===== src/rtl/pm_pkg.sv =====
package pm_pkg;
    localparam int COND_W = 3;

    typedef enum logic [COND_W-1:0] {
        C_ALWAYS   = 3'd0,
        C_STK_RISE = 3'd1,
        C_STK_FALL = 3'd2,
        C_STK_ANY  = 3'd3,
        C_HIGH     = 3'd4,
        C_LOW      = 3'd5,
        C_NEVER    = 3'd6,
        C_EDGE     = 3'd7
    } cond_e;

    typedef enum logic [1:0] {
        ST_OFF   = 2'd0,
        ST_WATCH = 2'd1,
        ST_HIT   = 2'd2
    } fsm_e;

    localparam logic [2:0] A_SRC  = 3'd0;
    localparam logic [2:0] A_COND = 3'd1;
    localparam logic [2:0] A_ENDP = 3'd2;
    localparam logic [2:0] A_CSET = 3'd3;
    localparam logic [2:0] A_CCLR = 3'd4;
endpackage


===== src/rtl/pm_sync.sv =====
module pm_sync #(
    parameter int W = 8
) (
    input  logic         clk,
    input  logic         rst_n,
    input  logic [W-1:0] raw,
    output logic [W-1:0] cur,
    output logic [W-1:0] prev
);
    logic [W-1:0] stage1;

    always_ff @(posedge clk or negedge rst_n) begin
        if (!rst_n) begin
            stage1 <= '0;
            cur    <= '0;
            prev   <= '0;
        end else begin
            stage1 <= raw;
            cur    <= stage1;
            prev   <= cur;
        end
    end
endmodule


===== src/rtl/pm_slice.sv =====
module pm_slice #(
    parameter int NIN = 8,
    parameter int SW  = 3
) (
    input  logic           clk,
    input  logic           rst_n,
    input  logic [NIN-1:0] cur,
    input  logic [NIN-1:0] prev,
    input  logic [SW-1:0]  sel,
    input  pm_pkg::cond_e  cond,
    input  logic           clr,
    output logic           ok
);
    import pm_pkg::*;

    logic now_v, was_v, rise, fall, catch_v, sticky_q;

    assign now_v = cur[sel];
    assign was_v = prev[sel];
    assign rise  = now_v & ~was_v;
    assign fall  = ~now_v & was_v;

    always_comb begin
        unique case (cond)
            C_STK_RISE: catch_v = rise;
            C_STK_FALL: catch_v = fall;
            C_STK_ANY:  catch_v = rise | fall;
            default:    catch_v = 1'b0;
        endcase
    end

    always_ff @(posedge clk or negedge rst_n) begin
        if (!rst_n)   sticky_q <= 1'b0;
        else if (clr) sticky_q <= 1'b0;
        else          sticky_q <= sticky_q | catch_v;
    end

    always_comb begin
        unique case (cond)
            C_ALWAYS:   ok = 1'b1;
            C_STK_RISE,
            C_STK_FALL,
            C_STK_ANY:  ok = sticky_q | catch_v;
            C_HIGH:     ok = now_v;
            C_LOW:      ok = ~now_v;
            C_NEVER:    ok = 1'b0;
            C_EDGE:     ok = rise | fall;
            default:    ok = 1'b0;
        endcase
    end
endmodule


===== src/rtl/pm_regs.sv =====
module pm_regs #(
    parameter int NSLICE = 8,
    parameter int SW     = 3,
    parameter int DW     = 32,
    parameter int AW     = 3
) (
    input  logic                        clk,
    input  logic                        rst_n,
    input  logic                        we,
    input  logic [AW-1:0]               addr,
    input  logic [DW-1:0]               wdata,
    output logic [DW-1:0]               rdata,
    input  logic [NSLICE-1:0]           match_st,
    output logic [NSLICE*SW-1:0]        src_flat,
    output logic [NSLICE*pm_pkg::COND_W-1:0] cond_flat,
    output logic [NSLICE-1:0]           endp_eff,
    output logic                        mode_q,
    output logic                        ev_en_q,
    output logic                        clr_sticky
);
    import pm_pkg::*;

    localparam int SRC_BITS  = NSLICE * SW;
    localparam int COND_BITS = NSLICE * COND_W;

    logic [NSLICE-1:0] endp_q;
    logic hit_src, hit_cond, hit_endp, hit_set, hit_clr;

    assign hit_src  = we && (addr == AW'(A_SRC));
    assign hit_cond = we && (addr == AW'(A_COND));
    assign hit_endp = we && (addr == AW'(A_ENDP));
    assign hit_set  = we && (addr == AW'(A_CSET));
    assign hit_clr  = we && (addr == AW'(A_CCLR));

    assign clr_sticky = hit_src | hit_cond | (hit_set & wdata[2]);
    assign endp_eff   = {1'b1, endp_q[NSLICE-2:0]};

    always_ff @(posedge clk or negedge rst_n) begin
        if (!rst_n) begin
            src_flat  <= '0;
            cond_flat <= '0;
            endp_q    <= '0;
            mode_q    <= 1'b0;
            ev_en_q   <= 1'b0;
        end else begin
            if (hit_src)  src_flat  <= wdata[SRC_BITS-1:0];
            if (hit_cond) cond_flat <= wdata[COND_BITS-1:0];
            if (hit_endp) endp_q    <= wdata[NSLICE-1:0];
            if (hit_set) begin
                mode_q  <= mode_q  | wdata[0];
                ev_en_q <= ev_en_q | wdata[1];
            end else if (hit_clr) begin
                mode_q  <= mode_q  & ~wdata[0];
                ev_en_q <= ev_en_q & ~wdata[1];
            end
        end
    end

    always_comb begin
        rdata = '0;
        if (addr == AW'(A_SRC)) begin
            rdata[SRC_BITS-1:0] = src_flat;
        end else if (addr == AW'(A_COND)) begin
            rdata[COND_BITS-1:0] = cond_flat;
        end else if (addr == AW'(A_ENDP)) begin
            rdata[NSLICE-1:0] = endp_eff;
        end else if (addr == AW'(A_CSET) || addr == AW'(A_CCLR)) begin
            rdata[0]             = mode_q;
            rdata[1]             = ev_en_q;
            rdata[DW-1 -: NSLICE] = match_st;
        end
    end
endmodule


===== src/rtl/pm_fsm.sv =====
module pm_fsm #(
    parameter int NSLICE = 8
) (
    input  logic              clk,
    input  logic              rst_n,
    input  logic              mode_q,
    input  logic              ev_en_q,
    input  logic [NSLICE-1:0] term_d,
    output logic [NSLICE-1:0] term_match,
    output logic              rx_event,
    output pm_pkg::fsm_e      state_q
);
    import pm_pkg::*;

    fsm_e state_d;
    logic any_d;

    assign any_d = |term_d;

    always_ff @(posedge clk or negedge rst_n) begin
        if (!rst_n) state_q <= ST_OFF;
        else        state_q <= state_d;
    end

    always_comb begin
        state_d = ST_OFF;
        unique case (state_q)
            ST_OFF:   state_d = !mode_q ? ST_OFF : (any_d ? ST_HIT : ST_WATCH);
            ST_WATCH: state_d = !mode_q ? ST_OFF : (any_d ? ST_HIT : ST_WATCH);
            ST_HIT:   state_d = !mode_q ? ST_OFF : (any_d ? ST_HIT : ST_WATCH);
            default:  state_d = ST_OFF;
        endcase
    end

    always_ff @(posedge clk or negedge rst_n) begin
        if (!rst_n) begin
            term_match <= '0;
            rx_event   <= 1'b0;
        end else begin
            term_match <= mode_q ? term_d : '0;
            rx_event   <= mode_q && ev_en_q && any_d && (state_q != ST_HIT);
        end
    end
endmodule


===== src/rtl/patmatch_engine.sv =====
module patmatch_engine #(
    parameter int NSLICE = 8,
    parameter int NIN    = 8,
    parameter int DW     = 32,
    parameter int AW     = 3
) (
    input  logic              clk,
    input  logic              rst_n,
    input  logic [NIN-1:0]    pin_in,
    input  logic              reg_we,
    input  logic [AW-1:0]     reg_addr,
    input  logic [DW-1:0]     reg_wdata,
    output logic [DW-1:0]     reg_rdata,
    output logic [NSLICE-1:0] term_match,
    output logic              rx_event
);
    import pm_pkg::*;

    localparam int SW = (NIN > 1) ? $clog2(NIN) : 1;

    logic [NIN-1:0]             cur, prev;
    logic [NSLICE*SW-1:0]       src_flat;
    logic [NSLICE*COND_W-1:0]   cond_flat;
    logic [NSLICE-1:0]          endp_eff, ok, acc, term_d;
    logic                       mode_q, ev_en_q, clr_sticky;
    fsm_e                       state_q;

    pm_sync #(.W(NIN)) u_sync (
        .clk(clk), .rst_n(rst_n), .raw(pin_in), .cur(cur), .prev(prev)
    );

    pm_regs #(.NSLICE(NSLICE), .SW(SW), .DW(DW), .AW(AW)) u_regs (
        .clk(clk), .rst_n(rst_n), .we(reg_we), .addr(reg_addr),
        .wdata(reg_wdata), .rdata(reg_rdata), .match_st(term_match),
        .src_flat(src_flat), .cond_flat(cond_flat), .endp_eff(endp_eff),
        .mode_q(mode_q), .ev_en_q(ev_en_q), .clr_sticky(clr_sticky)
    );

    for (genvar i = 0; i < NSLICE; i++) begin : g_slice
        pm_slice #(.NIN(NIN), .SW(SW)) u_slice (
            .clk(clk), .rst_n(rst_n), .cur(cur), .prev(prev),
            .sel(src_flat[SW*i +: SW]),
            .cond(cond_e'(cond_flat[COND_W*i +: COND_W])),
            .clr(clr_sticky), .ok(ok[i])
        );
        if (i == 0) begin : g_head
            assign acc[i] = ok[i];
        end else begin : g_link
            assign acc[i] = ok[i] & (endp_eff[i-1] | acc[i-1]);
        end
        assign term_d[i] = endp_eff[i] & acc[i];
    end

    pm_fsm #(.NSLICE(NSLICE)) u_fsm (
        .clk(clk), .rst_n(rst_n), .mode_q(mode_q), .ev_en_q(ev_en_q),
        .term_d(term_d), .term_match(term_match), .rx_event(rx_event),
        .state_q(state_q)
    );
endmodule


===== config.mk =====
export PLATFORM = sky130hd
export DESIGN_NAME = patmatch_engine
export DESIGN_NICKNAME = d
export VERILOG_FILES = /design/src/rtl/pm_pkg.sv /design/src/rtl/pm_sync.sv /design/src/rtl/pm_slice.sv /design/src/rtl/pm_regs.sv /design/src/rtl/pm_fsm.sv /design/src/rtl/patmatch_engine.sv
export SDC_FILE = /design/constraint.sdc
export NUM_CORES = 1
export LEC_CHECK = 0
export ABC_AREA = 0
export BUFFER_PORTS_ARGS = -buffer_cell sky130_fd_sc_hd__buf_4
export CORE_MARGIN = 8
export CORE_UTILIZATION = 41
export CTS_CLUSTER_SIZE = 10
export DETAILED_ROUTE_END_ITERATION = 16
export PLACE_DENSITY_LB_ADDON = 0.2
export SYNTH_ARGS = -nofsm -noshare
export SYNTH_HDL_FRONTEND = slang
export SYNTH_SLANG_ARGS = --single-unit

===== constraint.sdc =====
create_clock -name clk -period 4.1 [get_ports clk]
set_clock_uncertainty 0.2 [all_clocks]
set_input_delay 0.205 -clock clk [delete_from_list [all_inputs] [get_ports clk]]
set_output_delay 0.205 -clock clk [all_outputs]
set_load 0.02 [all_outputs]

* After elaboration in Yosys (flattened, before gate mapping)
Index checks and enable logic that the tools add are counted.
** Cells by class
- Order comparisons :: 8
- Equality and inequality tests :: 63
- Muxes and demuxes :: 74
- Bitwise gates (word level) :: 78
- Reduce and logical (&&, ||, !) cells :: 30
** Operator list (count)
- $eq A3 B3 Y1 const B :: 33
- $eq A3 B2 Y1 const B :: 18
- $bmux W1 S3 :: 16
- $mux W8 :: 6
- $pmux W1 S6 :: 8
- $and A1 B1 Y1 :: 33
- $lt A3 B4 Y1 const B :: 8
- $mux W1 :: 28
- $eq A3 B1 Y1 const B :: 9
- $logic_not A3 Y1 :: 9
- $or A1 B1 Y1 :: 27
- $reduce_or A3 Y1 :: 9
- $mux W24 :: 1
- $pmux W1 S3 :: 8
- $not A1 Y1 :: 18
- $mux W16 :: 1
- $mux W2 :: 5
- $logic_and A1 B1 Y1 :: 8
- $reduce_or A8 Y1 :: 1
- $mux W6 :: 1
- $eq A2 B1 Y1 const B :: 1
- $eq A2 B2 Y1 const B :: 1
- $logic_not A2 Y1 :: 1
- $ne A2 B2 Y1 const B :: 1
- other kinds (2) :: 2
** Storage, ports and cells
- Register bits after elaboration :: 100
- Input port bits :: 46
- Logic and storage cells :: 272

* Logic depth before layout (Yosys ltp)
Gate-level depths: netlist of the first run.
- Depth after elaboration :: 26
- Depth in mapped cells :: 13

* By module
Synthesis of the first run repeated with hierarchy kept, for this count alone.
** Unflattened totals
- Cells, all modules :: 485
- Area total of the unflattened synthesis :: 6159.7 um^2
** By module, submodules not included
- pm_regs :: instances 1, cells an instance 220, area an instance 2806.4 um^2, seq. area each 1426.4 um^2
- pm_slice :: instances 8, cells an instance 24, area an instance 274.0 um^2, seq. area each 25.0 um^2
- pm_sync :: instances 1, cells an instance 24, area an instance 600.6 um^2, seq. area each 600.6 um^2
- pm_fsm :: instances 1, cells an instance 27, area an instance 400.4 um^2, seq. area each 275.3 um^2
- patmatch_engine :: instances 1, cells an instance 22, area an instance 160.2 um^2, seq. area each 0.0 um^2

* Least setup slack after synthesis of the first run
No wires, ideal clock.
- Kind :: flip-flop to flip-flop
- From :: register u_regs.src_flat[0]
- To :: register u_fsm.term_match[7]
- Library setup time :: 120 ps
- Data arrival time :: 3000 ps
- Data required time :: 3780 ps
- Setup slack :: 779 ps
- Cell stages (with the launch flop) :: 13
- Cells stage by stage :: dfrtp_1 buf_2 mux4_2 mux2i_2 inv_1 ha_1 o311a_1 mux2_1 nor3_1 o2111ai_1 and3_1 o21a_1 o211a_1
** Between the ends
- Cells in the longest elaborated chain, start to end :: 23
** Ends and longest elaborated chain
- start: declaration :: line pm_regs.sv:14 : output logic [NSLICE*SW-1:0] src_flat,
- start signal: assignment :: line pm_regs.sv:46 : if (hit_src) src_flat <= wdata[SRC_BITS-1:0];
- $bmux W1 S3 (on tied branches) :: line pm_slice.sv:19, pm_slice.sv:18
- $mux W1 (on tied branches) :: line pm_slice.sv:19, pm_slice.sv:18
- $not A1 Y1 (on tied branches) :: line pm_slice.sv:20, pm_slice.sv:21, pm_slice.sv:45
- $and A1 B1 Y1 (on tied branches) :: line pm_slice.sv:20, pm_slice.sv:21
- $or A1 B1 Y1 :: line pm_slice.sv:27, pm_slice.sv:47
- $pmux W1 S3 :: line pm_slice.sv:24 : unique case (cond)
- $or A1 B1 Y1 :: line pm_slice.sv:43 : C_STK_ANY: ok = sticky_q | catch_v;
- $pmux W1 S6 (*) :: line pm_slice.sv:39 : unique case (cond)
- [7 not listed]
- $and A1 B1 Y1 (*) :: line patmatch_engine.sv:49 : assign acc[i] = ok[i] & (endp_eff[i-1] | acc[i-1]);
- $or A1 B1 Y1 (*) :: line patmatch_engine.sv:49
- $and A1 B1 Y1 (*) :: line patmatch_engine.sv:49
- $or A1 B1 Y1 (*) :: line patmatch_engine.sv:49
- $and A1 B1 Y1 (*) :: line patmatch_engine.sv:49
- $or A1 B1 Y1 (*) :: line patmatch_engine.sv:49
- $and A1 B1 Y1 (*) :: line patmatch_engine.sv:49
- $mux W8 (*) :: line pm_fsm.sv:40 : term_match <= mode_q ? term_d : '0;
- end signal: assignment :: line pm_fsm.sv:40
- end: declaration :: line pm_fsm.sv:9 : output logic [NSLICE-1:0] term_match,
Mark *: on every way between the ends. The rest lies on a longest branch, timed or not. The select of a mux whose other input is x is not followed.
A chain may end at the register's enable or synchronous reset.

* Worst setup path after layout of the first run
- From :: register u_regs.src_flat[13]
- To :: register u_fsm.rx_event
** Between the ends
- Cells in the longest elaborated chain, start to end :: 18
** Ends and longest elaborated chain
- $bmux W1 S3 (on tied branches) :: line pm_slice.sv:19, pm_slice.sv:18
- $mux W1 (on tied branches) :: line pm_slice.sv:19, pm_slice.sv:18
- $not A1 Y1 (on tied branches) :: line pm_slice.sv:20, pm_slice.sv:21, pm_slice.sv:45
- $and A1 B1 Y1 (on tied branches) :: line pm_slice.sv:20, pm_slice.sv:21
- $or A1 B1 Y1 :: line pm_slice.sv:27, pm_slice.sv:47
- $pmux W1 S3 :: line pm_slice.sv:24
- $or A1 B1 Y1 :: line pm_slice.sv:43
- $pmux W1 S6 (*) :: line pm_slice.sv:39
- $and A1 B1 Y1 (*) :: line patmatch_engine.sv:49
- $or A1 B1 Y1 :: line patmatch_engine.sv:49
- $and A1 B1 Y1 :: line patmatch_engine.sv:49
- $or A1 B1 Y1 :: line patmatch_engine.sv:49
- $and A1 B1 Y1 :: line patmatch_engine.sv:49
- $or A1 B1 Y1 :: line patmatch_engine.sv:49
- $and A1 B1 Y1 :: line patmatch_engine.sv:49
- $reduce_or A8 Y1 (*) :: line pm_fsm.sv:18 : assign any_d = |term_d;
- $logic_and A1 B1 Y1 (*) (2 in series) :: line pm_fsm.sv:41 : rx_event <= mode_q && ev_en_q && any_d && (state_q != ST_HIT);
- end signal: assignment :: line pm_fsm.sv:41
- end: declaration :: line pm_fsm.sv:10 : output logic rx_event,
Marks and branches as above.

==> results by group, run 1 <==
Yosys
  • Post-Syn Area: 5877 um^2
  • Mapped Cells: 509
  • Yosys warnings: 0
  • Top post-synthesis cells by count: 100 x dfrtp_1, 45 x mux2_2, 36 x nor2_1
  • Post-synth top area share: 42.58%
  • Synth area leader: dfrtp_1
  • Register area share after synthesis: 42.58%
  • Distinct cell type count after synthesis: 59
  • Avg Cell Area, Syn: 11.55 um^2
  • Ys flop type: dfrtp_1
  • Post-synth EDFFs: 0
  • Synth area leaders: dfrtp_1 43%, mux4_2 9.6%, mux2_2 8.6%, ha_1 3.4%, mux2i_1 3.2%
  • FF+latch count, synth: 100
  • Most frequent cell after synthesis: dfrtp_1
  • FFs w/ async S/R, synth: 100.0%
  • Post-synth net total: 571

Critical path
  • Crit. Startpoint: u_regs.src_flat[13]
  • Worst Setup End Kind: register
  • RR Endpoint: u_fsm.rx_event
  • Reg2Reg Launch Point: u_regs.src_flat[13]
  • CP Launch Type: register
  • Worst EP required: 4190 ps
  • CP arrival: 3790 ps
  • Critical path class: reg -> reg
  • Reg2reg path depth: 12
  • End of the critical path: u_fsm.rx_event
  • Internal reg-to-reg setup slack: 400 ps
  • Worst Path Max Fanout: 6

Routing
  • Wirelength per Cell: 18.77 um
  • Vias: 4559
  • DRC Markers: 0
  • First-pass DRT Iterations: 5
  • 1st-iter DRT viols: 350
  • Number of antenna-violating nets in the routed design: 0
  • Via/cell ratio: 5.649
  • DRT Wirelength: 15150 um

CTS
  • Buffer depth of the longest clock path: 2
  • Post-CTS setup buffers: 0
  • CTS H-tree lvls: 3
  • Reg clk slew, reported paths: 70 ps
  • CTS Root Cell: clkbuf_16
  • Worst-skew pair later-pin latency: 360 ps
  • Sink Count: 100
  • CTS tree: built
  • Cts bufs inserted: 9

STA
  • Final Hold Violating Endpoints: 0
  • FMAX: 0.2705 GHz
  • Setup TNS: 0 ps
  • RSZ-0062 raised after global routing: no
  • Worst-Margin Slew: 1015 ps
  • Tcrit/Tclk final: 90.17%
  • Post-route setup slack: 403.0 ps
  • Relative max-transition margin: 32.31%
  • Final setup violation count: 0
  • Max Slew Vio Count: 0
  • Min Tclk post-route: 3697 ps

Cells and area
  • Share of cells above drive strength 1: 29.19%
  • P&R area growth vs syn: 24.42%
  • Nets@finish: 684
  • # diodes: 0

Global routing
  • Largest net degree at the start of global routing: 82
  • Number of global-route vias before repair: 4742
  • Global-route wire length before repair: 24650 um
  • Overflow after GRT: 0
  • Antenna violations before repair: 0
  • Total Routing Usage GR: 17.16%

Status
  • Status: complete, no violations

Power
  • Static Leak: 3.224 nW
  • PD cells: 507.7 nW/um^2
  • Total Power: 3.712 mW
  • VDD IR max: 297.5 uV

Floorplan
  • Starting Density: 42.17%
  • Die W: 135.7 um
  • Height of the die: 135.7 um
  • Total die area: 18420 um^2
  • Ports: 87
  • Row count: 43
  • Core footprint: 13930 um^2

Flow run
  • Max Cap Viol: 0

Place
  • Gpl congestion: 0.8631
  • Dpl hpwl: 10830 um
  • Setup WS pre-CTS: 372.5 ps
  • IO buf count: 78

Worst hold path
  • Hold WC Path Type: reg -> reg
-- registers in the layout, indices dropped and copies added (netlist names), named ones only --
register and cells:
u_regs.src_flat 24, g_slice.u_slice.sticky_q 8, u_sync.prev 8, u_fsm.rx_event 1, u_sync.cur 8, u_regs.endp_q 7, u_sync.stage1 8, u_fsm.state_q 2
u_fsm.term_match 8, u_regs.cond_flat 24
-- per-layer routing --
layer,vias up,part of all wire (%),GRT usage [%]
met5,-,0,0
met4,0,2.2,6.477
met2,151,48,27.40
li1,2127,-,-
met1,2259,43,21.16
met3,22,7.2,5.564
-- cell usage in the layout (no fill, tap or decap), drive strengths merged, types with 16 or more instances in the layout --
| cell | n |
|---|---|
| inv | 36 |
| mux4 | 32 |
| mux2i | 22 |
| dfrtp | 100 |
| a22o | 16 |
| nand2 | 29 |
| mux2 | 48 |
| buf | 84 |
| dlygate4sd3 | 35 |
| o21ai | 21 |
| a21oi | 32 |
| nor2 | 36 |
| ha | 16 |
-- worst max-delay path, cell delays in order, from the launching register on --
cell      delay [ps]
dfrtp_1          470
mux4_1           630
mux2i_4          200
inv_2             60
ha_1             260
nand2b_1         180
a311oi_1         390
nor4_1           140
nor3_1           360
o21a_1           190
a31oi_1          100
o211ai_2         230
o2111a_1         220
-- final cells by class --
class / instances / area, um^2
inverters: 31 / 116.4
clock inverters: 7 / 65.06
multi-input cells: 361 / 3197
clock buffers: 9 / 225.2
repair buffers: 119 / 980.9
flip-flops and latches: 100 / 2502
fillers: 1205 / 6623
well taps: 180 / 225.2
-- worst min-delay path by stage --
| stage | start | to | slack, ps | depth (start not counted) |
|---|---|---|---|---|
| after global placement | pin_in[2] | u_sync.stage1[2] | 110 | 1 |
| after detailed placement | pin_in[3] | u_sync.stage1[3] | 120 | 1 |
| after global routing | u_sync.stage1[1] | u_sync.cur[1] | 160 | 0 |
| final | u_sync.stage1[1] | u_sync.cur[1] | 150 | 0 |
| after CTS | u_sync.stage1[1] | u_sync.cur[1] | 150 | 0 |
| after floorplan | rst_n | async pin | -290 | 0 |
-- per-stage QoR --
| stage | utilization, % | instance area [um^2] | instances | hold slack (ps) |
|---|---|---|---|---|
| 3_3_place_gp | 47.88 | 6671 | 756 | 114.2 |
| 2_1_floorplan | - | 5877 | 509 | -290.6 |
| 5_1_grt | 52.47 | 7312 | 807 | 158.6 |
| 4_1_cts | 52.47 | 7312 | 807 | 154.5 |
| 6_report | 52.47 | 7312 | 807 | 152.0 |
| 3_5_place_dp | 47.88 | 6671 | 756 | 115.6 |
-- where the power goes --
part / switching [mW] / internal [mW] / leakage [nW]
Combinational: 0.656 / 0.731 / 1.88
Sequential: 0.294 / 1.20 / 1.20
Clock: 0.408 / 0.428 / 0.141
-- kinds of logic after synthesis --
family | share of synthesized area, %
DFF | 42.58
buffers and inverters | 3.108
adders and majority gates | 3.577
muxes | 26.21
and+or+nand+nor | 11.11
AOI/OAI and AO/OA | 13.41
-- what timing repair did --
| item | 4_1_cts | 5_1_grt |
|---|---|---|
| hold buffers | 35 | 0 |
| gates resized for setup | 0 | 0 |
| endpoints found under the hold margin | 145 | 0 |
Note: power is estimated with default switching activity, not from simulation.
==> run 2, diff against run 1 <==
RECOVER_POWER = 25   (was default)
==> run 2 against run 1 <==
  * The run now ends with max-capacitance violations, max-slew violations left
  * Critical path depth unchanged
  * Via count about the same
  * Worst setup slack better by 2.3 ps
  * Sequential share of layout area is 0.21 points higher
  * Fmax is essentially flat
  * Register-to-register slack about the same
  * Power decreased by 0.75%
  * Clock power barely moved
  * Largest power group unchanged
  * Largest cell class unchanged
  * Critical endpoint unchanged
  * First-iteration DRC count rose by 6.3%
  * Hold slack barely moved
  * Final area decreased by 0.60%
  * Wire length fell by 0.26%
==> results by group, run 2 (synthesis results as in run 1) <==
STA
  • Max Slew Vio Count: 82
  • Final setup violation count: 0
  • FMAX: 0.2707 GHz
  • RSZ-0062 raised after global routing: no
  • Relative max-transition margin: -32.05%
  • Tcrit/Tclk final: 90.11%
  • Worst-Margin Slew: 1981 ps
  • Min Tclk post-route: 3695 ps
  • Setup TNS: 0 ps
  • Final Hold Violating Endpoints: 0

Critical path
  • Internal reg-to-reg setup slack: 410 ps
  • CP Launch Type: register
  • Reg2reg path depth: 12
  • Worst EP required: 4200 ps
  • CP arrival: 3790 ps
  • RR Endpoint: u_fsm.rx_event
  • Critical path class: reg -> reg
  • Worst Setup End Kind: register
  • Reg2Reg Launch Point: u_regs.src_flat[13]
  • Worst Path Max Fanout: 6

Global routing
  • Number of global-route vias before repair: 4742
  • Global-route wire length before repair: 24650 um
  • Antenna violations before repair: 0
  • Largest net degree at the start of global routing: 82
  • Overflow after GRT: 0
  • Total Routing Usage GR: 17.16%

Cells and area
  • Final Util: 52.16%
  • # diodes: 0
  • Biggest registers after layout: u_regs.cond_flat x24, u_regs.src_flat x24
  • Most common cell after layout, fill and taps aside: dfrtp_1
  • P&R area growth vs syn: 23.67%
  • Fin cells: 807
  • Share of cells above drive strength 1: 27.43%
  • Nets@finish: 684
  • Commonest non-fill, non-tap cells in the layout: 100 x dfrtp_1, 64 x buf_4, 45 x mux2_2, 36 x nor2_1, 35 x dlygate4sd3_1

CTS
  • Cts bufs inserted: 9
  • Reg clk slew, reported paths: 70 ps
  • Count of hold-fix buffers inserted at cts: 35
  • Sink Count: 100
  • CTS resizes: 0
  • Worst-skew pair later-pin latency: 360 ps
  • CTS tree: built
  • CTS Root Cell: clkbuf_16
  • Post-CTS setup buffers: 0
  • Buffer depth of the longest clock path: 2
  • CTS H-tree lvls: 3

Power
  • P_int: 2.325 mW
  • Gate power share: 36.9%
  • Sw Pwr: 1.359 mW
  • Sequential power share: 40.4%
  • Switching Share: 36.89%
  • Clock power frac: 22.7%
  • PD cells: 506.9 nW/um^2
  • VDD IR max: 297.4 uV
  • Static Leak: 3.178 nW

Routing
  • DRC Markers: 0
  • First-pass DRT Iterations: 4
  • DRT Wirelength: 15110 um
  • Vias: 4561
  • Via/cell ratio: 5.652
  • Wirelength per Cell: 18.72 um
  • 1st-iter DRT viols: 372
  • Number of antenna-violating nets in the routed design: 0

Flow run
  • Max Cap Viol: 1

Worst hold path
  • Hold WC Path Type: reg -> reg
  • WHS Path Cells: 0
  • WHS Endpoint: u_sync.cur[1]
  • Hold_sp: u_sync.stage1[1]

Floorplan
  • Height of the die: 135.7 um
  • Row count: 43
  • Ports: 87
  • Die W: 135.7 um
  • Core footprint: 13930 um^2
  • Total die area: 18420 um^2
  • Starting Density: 42.17%

Status
  • Failing checks: max-capacitance violations, max-slew violations
  • Status: finished with violations

Place
  • IO buf count: 78
  • Gpl congestion: 0.8631
  • Placed insts: 756
  • Dpl hpwl: 10830 um
==> run 2: changes by cell type in the layout (fill, tap and decap cells not counted), sizes merged <==
| cell | delta |
|---|---|
| buf | -20 |
| clkbuf | +20 |
==> run 2: final cells by class <==
type | instances | area (um^2)
timing repair buffer | 119 | 937.1
tap | 180 | 225.2
clock buffer | 9 | 225.2
inverter | 31 | 116.4
multi-input combinational | 361 | 3197
clock inverter | 7 | 65.06
sequential | 100 | 2502
fill | 1211 | 6666
==> run 2: worst max path at each step <==
| stage | startpoint | end | slack, ps | cells after the start |
|---|---|---|---|---|
| final | u_regs.src_flat[13] | u_fsm.rx_event | 410 | 12 |
| after detailed placement | u_regs.src_flat[13] | u_fsm.rx_event | 370 | 12 |
| after CTS | u_regs.src_flat[13] | u_fsm.term_match[7] | 360 | 12 |
| after global routing | u_regs.src_flat[13] | u_fsm.rx_event | 50 | 12 |
| after global placement | u_regs.src_flat[13] | u_fsm.term_match[7] | 460 | 12 |
| after floorplan | u_regs.src_flat[0] | u_fsm.term_match[7] | 780 | 12 |
==> run 2: metal layers <==
metal / up-vias / GRT usage [%] / part of all wire (%)
met1: 2265 / 21.16 / 43
met4: 0 / 6.477 / 2.5
met3: 29 / 5.564 / 6.8
li1: 2126 / - / -
met5: - / 0 / 0
met2: 141 / 27.40 / 48
==> run 2: per-stage QoR <==
| step | hold slack, ps | instance area [um^2] | setup WS [ps] | power, mW |
|---|---|---|---|---|
| final | 152.0 | 7268 | 405.3 | 3.684 |
| after global routing | 158.6 | 7268 | 45.68 | 3.939 |
| after CTS | 154.5 | 7312 | 357.4 | 3.743 |
| after detailed placement | 115.6 | 6671 | 372.5 | 2.865 |
| after global placement | 114.2 | 6671 | 455.5 | 2.805 |
| after floorplan | -290.6 | 5877 | 779.4 | 2.432 |
==> run 2: power by group through the flow <==
stage	Clock, mW	Combinational, mW	Sequential, mW
2_1_floorplan	0	0.986	1.45
3_3_place_gp	0	1.31	1.49
3_5_place_dp	0	1.36	1.51
4_1_cts	0.862	1.39	1.49
5_1_grt	0.906	1.50	1.53
6_report	0.836	1.36	1.49
==> run 2: critical path, stage by stage (launching register included) <==
cell      delay (ps)
dfrtp_1          470
mux4_1           630
mux2i_4          200
inv_2             60
ha_1             260
nand2b_1         180
a311oi_1         390
nor4_1           140
nor3_1           360
o21a_1           180
a31oi_1          100
o211ai_2         220
o2111a_1         220
